--- src/rtl/ntc_pkg.sv ---
package ntc_pkg;
  localparam int unsigned CYC_W  = 32;
  localparam int unsigned FRAC_W = 28;
  localparam int unsigned MULT_W = 32;
  localparam int unsigned TIME_W = 64;
  localparam int unsigned PPM_W  = 32;
  localparam longint unsigned PPM_UNITS = 65536;
  localparam longint unsigned PPM_DEN   = 1000000;

  // Strobes issued by the control to the datapath, all valid for one cycle.
  typedef struct packed {
    logic load;
    logic offset;
    logic rate;
    logic fold;
  } ntcStrobe_t;

  function automatic logic [MULT_W-1:0] nominalMult(int unsigned tickNs);
    return MULT_W'(longint'(tickNs) << FRAC_W);
  endfunction

  // ceiling on the scaled-ppm magnitude for a limit given in ppb
  function automatic longint unsigned maxScaled(int unsigned maxPpb);
    return longint'(maxPpb) * PPM_UNITS / 1000;
  endfunction

  // rate correction = scaled * tick * 2^28 / (1e6 * 2^16) = scaled * tick * 4096 / 1e6
  function automatic longint unsigned corrNum(int unsigned tickNs);
    return longint'(tickNs) * 4096;
  endfunction
endpackage

--- src/rtl/ntc_rate_scale.sv ---
module ntc_rate_scale
  import ntc_pkg::*;
#(
  parameter int unsigned TICK_NS     = 8,
  parameter int unsigned MAX_ADJ_PPB = 1000000
) (
  input  logic signed [PPM_W-1:0]  scaledPpm,
  output logic        [MULT_W-1:0] multOut
);
  localparam logic [MULT_W-1:0] NOM     = nominalMult(TICK_NS);
  localparam longint unsigned   MAX_MAG = maxScaled(MAX_ADJ_PPB);
  localparam longint unsigned   NUM     = corrNum(TICK_NS);

  logic [63:0]       wide;
  logic [63:0]       mag;
  logic [63:0]       magClamp;
  logic [63:0]       scaledProd;
  logic [MULT_W-1:0] corr;

  always_comb begin
    wide       = {{(64-PPM_W){scaledPpm[PPM_W-1]}}, scaledPpm};
    mag        = wide[63] ? (~wide + 64'd1) : wide;
    magClamp   = (mag > 64'(MAX_MAG)) ? 64'(MAX_MAG) : mag;
    scaledProd = magClamp * 64'(NUM);
    corr       = MULT_W'(scaledProd / 64'(PPM_DEN));
    multOut    = wide[63] ? (NOM - corr) : (NOM + corr);
  end
endmodule

--- src/rtl/ntc_ctrl.sv ---
module ntc_ctrl
  import ntc_pkg::*;
#(
  parameter int unsigned TICK_NS       = 8,
  parameter int unsigned MAX_ADJ_PPB   = 1000000,
  parameter int unsigned FOLD_INTERVAL = 1 << 24
) (
  input  logic                    clk,
  input  logic                    rstN,
  input  logic                    adjValid,
  input  logic signed [PPM_W-1:0] adjScaledPpm,
  input  logic                    offsetValid,
  input  logic                    loadValid,
  output ntcStrobe_t              strobe,
  output logic [MULT_W-1:0]       pendingMult
);
  localparam int unsigned       FOLD_W    = $clog2(FOLD_INTERVAL + 1);
  localparam logic [FOLD_W-1:0] FOLD_LAST = FOLD_W'(FOLD_INTERVAL - 1);
  localparam logic [MULT_W-1:0] NOM       = nominalMult(TICK_NS);
  localparam logic [MULT_W-1:0] MAX_CORR  =
    MULT_W'(maxScaled(MAX_ADJ_PPB) * corrNum(TICK_NS) / PPM_DEN);

  logic [MULT_W-1:0] scaledMult;
  logic              adjTake;
  logic              rateReg;
  logic [FOLD_W-1:0] sinceFold;
  logic              anyEvent;

  ntc_rate_scale #(
    .TICK_NS    (TICK_NS),
    .MAX_ADJ_PPB(MAX_ADJ_PPB)
  ) u_scale (
    .scaledPpm(adjScaledPpm),
    .multOut  (scaledMult)
  );

  // priority: load, then offset, then rate change
  assign adjTake       = adjValid & ~loadValid & ~offsetValid;
  assign strobe.load   = loadValid;
  assign strobe.offset = offsetValid & ~loadValid;
  assign strobe.rate   = rateReg;
  assign strobe.fold   = (sinceFold == FOLD_LAST);
  assign anyEvent      = strobe.load | strobe.offset | strobe.rate | strobe.fold;

  always_ff @(posedge clk or negedge rstN) begin
    if (!rstN) begin
      rateReg     <= 1'b0;
      pendingMult <= NOM;
      sinceFold   <= '0;
    end else begin
      rateReg <= adjTake;
      if (adjTake) pendingMult <= scaledMult;
      sinceFold <= anyEvent ? '0 : sinceFold + FOLD_W'(1);
    end
  end

  AST_MULT_RANGE: assert property (@(posedge clk) disable iff (!rstN)
    strobe.rate |-> (pendingMult >= NOM - MAX_CORR) && (pendingMult <= NOM + MAX_CORR));

  AST_PRIO_DROP: assert property (@(posedge clk) disable iff (!rstN)
    (loadValid || offsetValid) |=> !strobe.rate);
endmodule

--- src/rtl/ntc_datapath.sv ---
module ntc_datapath
  import ntc_pkg::*;
#(
  parameter int unsigned       TICK_NS       = 8,
  parameter logic [CYC_W-1:0]  CYCLE_RESET   = '0,
  parameter int unsigned       FOLD_INTERVAL = 1 << 24
) (
  input  logic              clk,
  input  logic              rstN,
  input  ntcStrobe_t        strobe,
  input  logic [MULT_W-1:0] newMult,
  input  logic [TIME_W-1:0] offsetNs,
  input  logic [TIME_W-1:0] loadNs,
  output logic [TIME_W-1:0] timeNs,
  output logic [CYC_W-1:0]  cycleCount
);
  localparam logic [MULT_W-1:0] NOM    = nominalMult(TICK_NS);
  localparam int unsigned       PROD_W = CYC_W + MULT_W + 1;

  logic [CYC_W-1:0]        cycleCnt;
  logic [CYC_W-1:0]        lastCycle;
  logic [TIME_W-1:0]       baseNs;
  logic [FRAC_W-1:0]       frac;
  logic [MULT_W-1:0]       mult;
  logic [CYC_W-1:0]        elapsed;
  logic [PROD_W-1:0]       prodFull;
  logic [PROD_W-FRAC_W-1:0] carryNs;
  logic [TIME_W-1:0]       liveNs;
  logic [TIME_W-1:0]       stepLo;
  logic                    foldAny;

  always_comb begin
    elapsed  = cycleCnt - lastCycle;  // modulo 2^32, safe across wrap
    prodFull = PROD_W'(elapsed) * PROD_W'(mult) + PROD_W'(frac);
    carryNs  = prodFull[PROD_W-1:FRAC_W];
    liveNs   = baseNs + TIME_W'(carryNs);
    stepLo   = TIME_W'(mult[MULT_W-1:FRAC_W]);
    foldAny  = strobe.offset | strobe.rate | strobe.fold;
  end

  assign timeNs     = liveNs;
  assign cycleCount = cycleCnt;

  always_ff @(posedge clk or negedge rstN) begin
    if (!rstN) begin
      cycleCnt  <= CYCLE_RESET;
      lastCycle <= CYCLE_RESET;
      baseNs    <= '0;
      frac      <= '0;
      mult      <= NOM;
    end else begin
      cycleCnt <= cycleCnt + CYC_W'(1);
      if (strobe.load) begin
        baseNs    <= loadNs;
        frac      <= '0;
        lastCycle <= cycleCnt + CYC_W'(1);
      end else if (foldAny) begin
        baseNs    <= liveNs + (strobe.offset ? offsetNs : '0);
        frac      <= prodFull[FRAC_W-1:0];
        lastCycle <= cycleCnt;
      end
      if (strobe.rate) mult <= newMult;
    end
  end

  AST_ELAPSED_BOUND: assert property (@(posedge clk) disable iff (!rstN)
    elapsed <= CYC_W'(FOLD_INTERVAL));

  AST_STEADY_STEP: assert property (@(posedge clk) disable iff (!rstN)
    (!strobe.load && !strobe.offset && !strobe.rate) |=>
      ((timeNs - $past(timeNs)) == stepLo) || ((timeNs - $past(timeNs)) == stepLo + 64'd1));

  AST_OFFSET_STEP: assert property (@(posedge clk) disable iff (!rstN)
    (strobe.offset && !strobe.rate) |=>
      ((timeNs - $past(timeNs) - $past(offsetNs)) == stepLo) ||
      ((timeNs - $past(timeNs) - $past(offsetNs)) == stepLo + 64'd1));

  AST_LOAD_EXACT: assert property (@(posedge clk) disable iff (!rstN)
    strobe.load |=> timeNs == $past(loadNs));
endmodule

--- src/rtl/ns_time_counter.sv ---
module ns_time_counter
  import ntc_pkg::*;
#(
  parameter int unsigned      TICK_NS       = 8,
  parameter logic [CYC_W-1:0] CYCLE_RESET   = '0,
  parameter int unsigned      FOLD_INTERVAL = 1 << 24,
  parameter int unsigned      MAX_ADJ_PPB   = 1000000
) (
  input  logic                    clk,
  input  logic                    rstN,
  input  logic                    adjValid,
  input  logic signed [PPM_W-1:0] adjScaledPpm,
  input  logic                    offsetValid,
  input  logic [TIME_W-1:0]       offsetNs,
  input  logic                    loadValid,
  input  logic [TIME_W-1:0]       loadNs,
  output logic [TIME_W-1:0]       timeNs,
  output logic [CYC_W-1:0]        cycleCount
);
  ntcStrobe_t        strobe;
  logic [MULT_W-1:0] pendingMult;

  ntc_ctrl #(
    .TICK_NS      (TICK_NS),
    .MAX_ADJ_PPB  (MAX_ADJ_PPB),
    .FOLD_INTERVAL(FOLD_INTERVAL)
  ) u_ctrl (
    .clk         (clk),
    .rstN        (rstN),
    .adjValid    (adjValid),
    .adjScaledPpm(adjScaledPpm),
    .offsetValid (offsetValid),
    .loadValid   (loadValid),
    .strobe      (strobe),
    .pendingMult (pendingMult)
  );

  ntc_datapath #(
    .TICK_NS      (TICK_NS),
    .CYCLE_RESET  (CYCLE_RESET),
    .FOLD_INTERVAL(FOLD_INTERVAL)
  ) u_dp (
    .clk       (clk),
    .rstN      (rstN),
    .strobe    (strobe),
    .newMult   (pendingMult),
    .offsetNs  (offsetNs),
    .loadNs    (loadNs),
    .timeNs    (timeNs),
    .cycleCount(cycleCount)
  );
endmodule

--- config.mk ---
export PLATFORM = sky130hd
export DESIGN_NAME = ns_time_counter
export DESIGN_NICKNAME = d
export VERILOG_FILES = /design/src/rtl/ntc_pkg.sv /design/src/rtl/ntc_rate_scale.sv /design/src/rtl/ntc_ctrl.sv /design/src/rtl/ntc_datapath.sv /design/src/rtl/ns_time_counter.sv
export SDC_FILE = /design/constraint.sdc
export NUM_CORES = 2
export LEC_CHECK = 0
export BUFFER_PORTS_ARGS = -buffer_cell sky130_fd_sc_hd__buf_2
export CAP_MARGIN = 20
export CORE_MARGIN = 2
export CORE_UTILIZATION = 55
export DETAILED_ROUTE_END_ITERATION = 7
export GPL_ROUTABILITY_DRIVEN = 0
export HOLD_SLACK_MARGIN = 0.15
export PLACE_DENSITY = 0.72
export SYNTH_ARGS = -nofsm -noshare
export SYNTH_HDL_FRONTEND = slang
export SYNTH_HIERARCHICAL = 1
export SYNTH_SLANG_ARGS = --single-unit
export TNS_END_PERCENT = 5
--- constraint.sdc ---
create_clock -name clk -period 30.3 [get_ports clk]
set_clock_uncertainty 0.2 [all_clocks]
set_input_delay 3.03 -clock clk [delete_from_list [all_inputs] [get_ports clk]]
set_output_delay 3.03 -clock clk [all_outputs]
set_load 0.02 [all_outputs]
==> results.json <==
{
  "grt_util_all_layers_pct": 33.2,
  "cp-end-kind": "register",
  "synth_top_area_share_pct": 26.5,
  "io_pins": 261,
  "grt_remaining_overflow": 0,
  "cp.arrival_ns": 29.89,
  "fmax_ghz": 0.0337,
  "cts_tree": "built",
  "clk_pin_slew_ns": 0.06,
  "synth_xor_xnor_area_share_pct": 5.94,
  "ys_seq_area_share_pct": 8.79,
  "yosys.cell_types.count": 170,
  "first_global_vias": 65194,
  "ys_ff_latch": 246,
  "via_per_inst": 6.29,
  "die_h_um": 361,
  "syn_nets": 10014,
  "vias": 65493,
  "die_area_um2": 130000,
  "worst-r2r-cell-count": 60,
  "tightest_slew_ns": 1.23,
  "drc": 0,
  "postRouteWirelength_mm": 220,
  "slew_headroom_pct": 17.2,
  "worstHoldPathType": "reg -> reg",
  "maxCapViolations": 0,
  "core-area_um2": 126000,
  "fin_crit_sh_pct": 97.8,
  "dieWidth_um": 361,
  "avgSynthCellArea_um2": 8.24,
  "grt_pass1_wl_mm": 352,
  "yosys.area.top_type": "fa_1",
  "worstSetupPathType": "in -> reg",
  "async_flop_share_pct": 100,
  "hold_depth": 2,
  "clock_latency_ns": 0.58,
  "status": "complete, no violations",
  "synth_compound_area_share_pct": 18.7,
  "yosysWarnings": 6,
  "antenna_found_initial": 4,
  "final_common_cell": "inv_1",
  "clock-root-buffer": "clkbuf_16",
  "clk_path_buf_depth": 3,
  "rows": 130,
  "slew_violations": 0,
  "required_ns": 30.55,
  "start_util_pct": 55.6,
  "syn_inst": 8499,
  "synth_edf_count": 0,
  "synth-simple-area-share_pct": 21.5,
  "finalNonFillerCells": 10414,
  "synth_top_family_by_area": "adder cells",
  "synth_area_leaders": "fa_1 27%, dfrtp_1 8.7%, ha_1 7.5%",
  "dp_hpwl_mm": 170,
  "hold_viol_final": 0,
  "synthAdderAreaFrac_pct": 34.2,
  "drive_above_1_share_pct": 14.4,
  "drt-initial-drc-count": 6755,
  "cts_buffers": 34,
  "synthToLayoutAreaGrowth_pct": 10.4,
  "drtAntennaViolNets": 0,
  "synth.area.mux_share_pct": 2.16,
  "cpMaxStageDelayCell": "or4_4",
  "portBuffers": 260,
  "syn_area_um2": 70100,
  "cp_max_fo": 8,
  "wire_per_inst_um": 21.1,
  "final_cell_mix": "1,083 x inv_1, 928 x fa_1, 909 x nand2_1",
  "synth_top_flop_cell": "dfrtp_1",
  "dp_cells": 10283,
  "nNetsFinal": 10255,
  "clkSinkCount": 246,
  "dr.pass1.iters": 6,
  "min_period_ns": 29.64,
  "start_kind": "input port",
  "setup_viol": 0,
  "cts_max_level": 2,
  "crit_path_max_incr_delay_ns": 0.55,
  "grt_max_degree": 135
}
==> cell families after synthesis <==
group | Yosys count
and+or+nand+nor | 2934
AOI/OAI and AO/OA | 1794
buffers and inverters | 1565
adders and majority gates | 1360
xor gates and xnor gates | 463
DFF | 246
muxes | 137
==> flip-flops by register name, indices dropped and copies added, names as in the netlist <==
| name | cells |
|---|---|
| u_dp/baseNs | 64 |
| u_ctrl/pendingMult | 32 |
| u_dp/cycleCount | 32 |
| u_dp/lastCycle | 32 |
| u_dp/mult | 32 |
| u_dp/frac | 28 |
| u_ctrl/sinceFold | 25 |
| u_ctrl/rateReg | 1 |
==> worst max-delay path: cells and delay by family <==
| kind | cells | cell delay, ns |
|---|---|---|
| adders and majority gates | 9 | 2.19 |
| xor gates and xnor gates | 7 | 1.55 |
| muxes | 6 | 1.64 |
| and+or+nand+nor | 41 | 8.41 |
| AOI/OAI and AO/OA | 43 | 10.07 |
| buffers and inverters | 20 | 2.92 |
==> path summary, 6_finish.rpt <==
path | start | endpoint | slack [ns]
min in group asynchronous | rstN | u_dp/baseNs[49]$_DFFE_PN0P_ | 2.34
max | adjScaledPpm[0] | u_ctrl/pendingMult[18]$_DFFE_PN0P_ | 0.66
min | u_dp/baseNs[28]$_DFFE_PN0P_ | u_dp/baseNs[28]$_DFFE_PN0P_ | 0.29
max reg2reg | u_dp/cycleCount[0]$_DFF_PN0_ | u_dp/baseNs[55]$_DFFE_PN0P_ | 12.33
max in group asynchronous | rstN | u_ctrl/rateReg$_DFF_PN0_ | 26.22
min reg2reg | u_dp/baseNs[28]$_DFFE_PN0P_ | u_dp/baseNs[28]$_DFFE_PN0P_ | 0.29
==> layer usage <==
metal	vias to the layer above	GRT usage (%)	wire length, µm
met3	677	6.19	21300
met4	2	12.2	9360
met1	32178	45.5	90100
li1	29171	-	-
met2	3465	52.2	99400
met5	-	0	8
==> what timing repair did <==
action | in CTS | in global routing
pin swaps | 1 | 80
hold buffers | 0 | 0
gates resized for setup | 8 | 179
cloned | 0 | 2
setup buffers | 1 | 63
setup endpoints to repair | 10 | 32
==> cells in the mapped netlist (39+ instances only) <==
cell and instances:
inv_1 1084, fa_1 928, nand2_1 912, and2_1 571, nor2_1 498, ha_1 422
a21oi_1 402, clkbuf_1 374, xnor2_1 318, o21ai_0 249, dfrtp_1 244, nand3_1 170
a21o_1 141, xor2_1 133, nor3_1 117, nand4_1 110, and3_1 94, nor2b_1 89
mux2_2 84, a211oi_1 78, a31oi_1 75, nand2b_1 72, o21ai_1 67, o211ai_1 61
or3_1 46, o22ai_1 45, o21bai_1 44, mux2i_1 43, nand3b_1 40, o31ai_1 39
==> area by class of cell <==
| cell class | count | area (µm²) |
|---|---|---|
| Inverter | 1096 | 4130 |
| Tap cell | 1650 | 2060 |
| Clock inverter | 15 | 245 |
| Timing Repair Buffer | 673 | 4570 |
| Multi-Input combinational cell | 6689 | 59300 |
| Antenna cell | 1 | 2.50 |
| Sequential cell | 246 | 6160 |
| Fill cell | 10892 | 48700 |
| Clock buffer | 44 | 950 |
==> metrics by stage <==
| stage | hold WS [ns] | setup slack, ns | TNS, ns | utilization, % | area (µm²) |
|---|---|---|---|---|---|
| final | 0.293 | 0.662 | 0 | 61.4 | 77400 |
| after global routing | 0.319 | -0.583 | -5.78 | 61.4 | 77400 |
| after CTS | 0.293 | 0.0469 | 0 | 60.2 | 75900 |
| after detailed placement | 0.279 | -0.853 | -7.52 | 59.2 | 74600 |
| after global placement | 0.269 | -0.166 | -0.795 | 59.2 | 74600 |
| after floorplan | 0.249 | 0.0308 | 0 | - | 70400 |
Power is not shown: default switching activity piles up to over one toggle a cycle in this logic, so the estimate is an artifact.
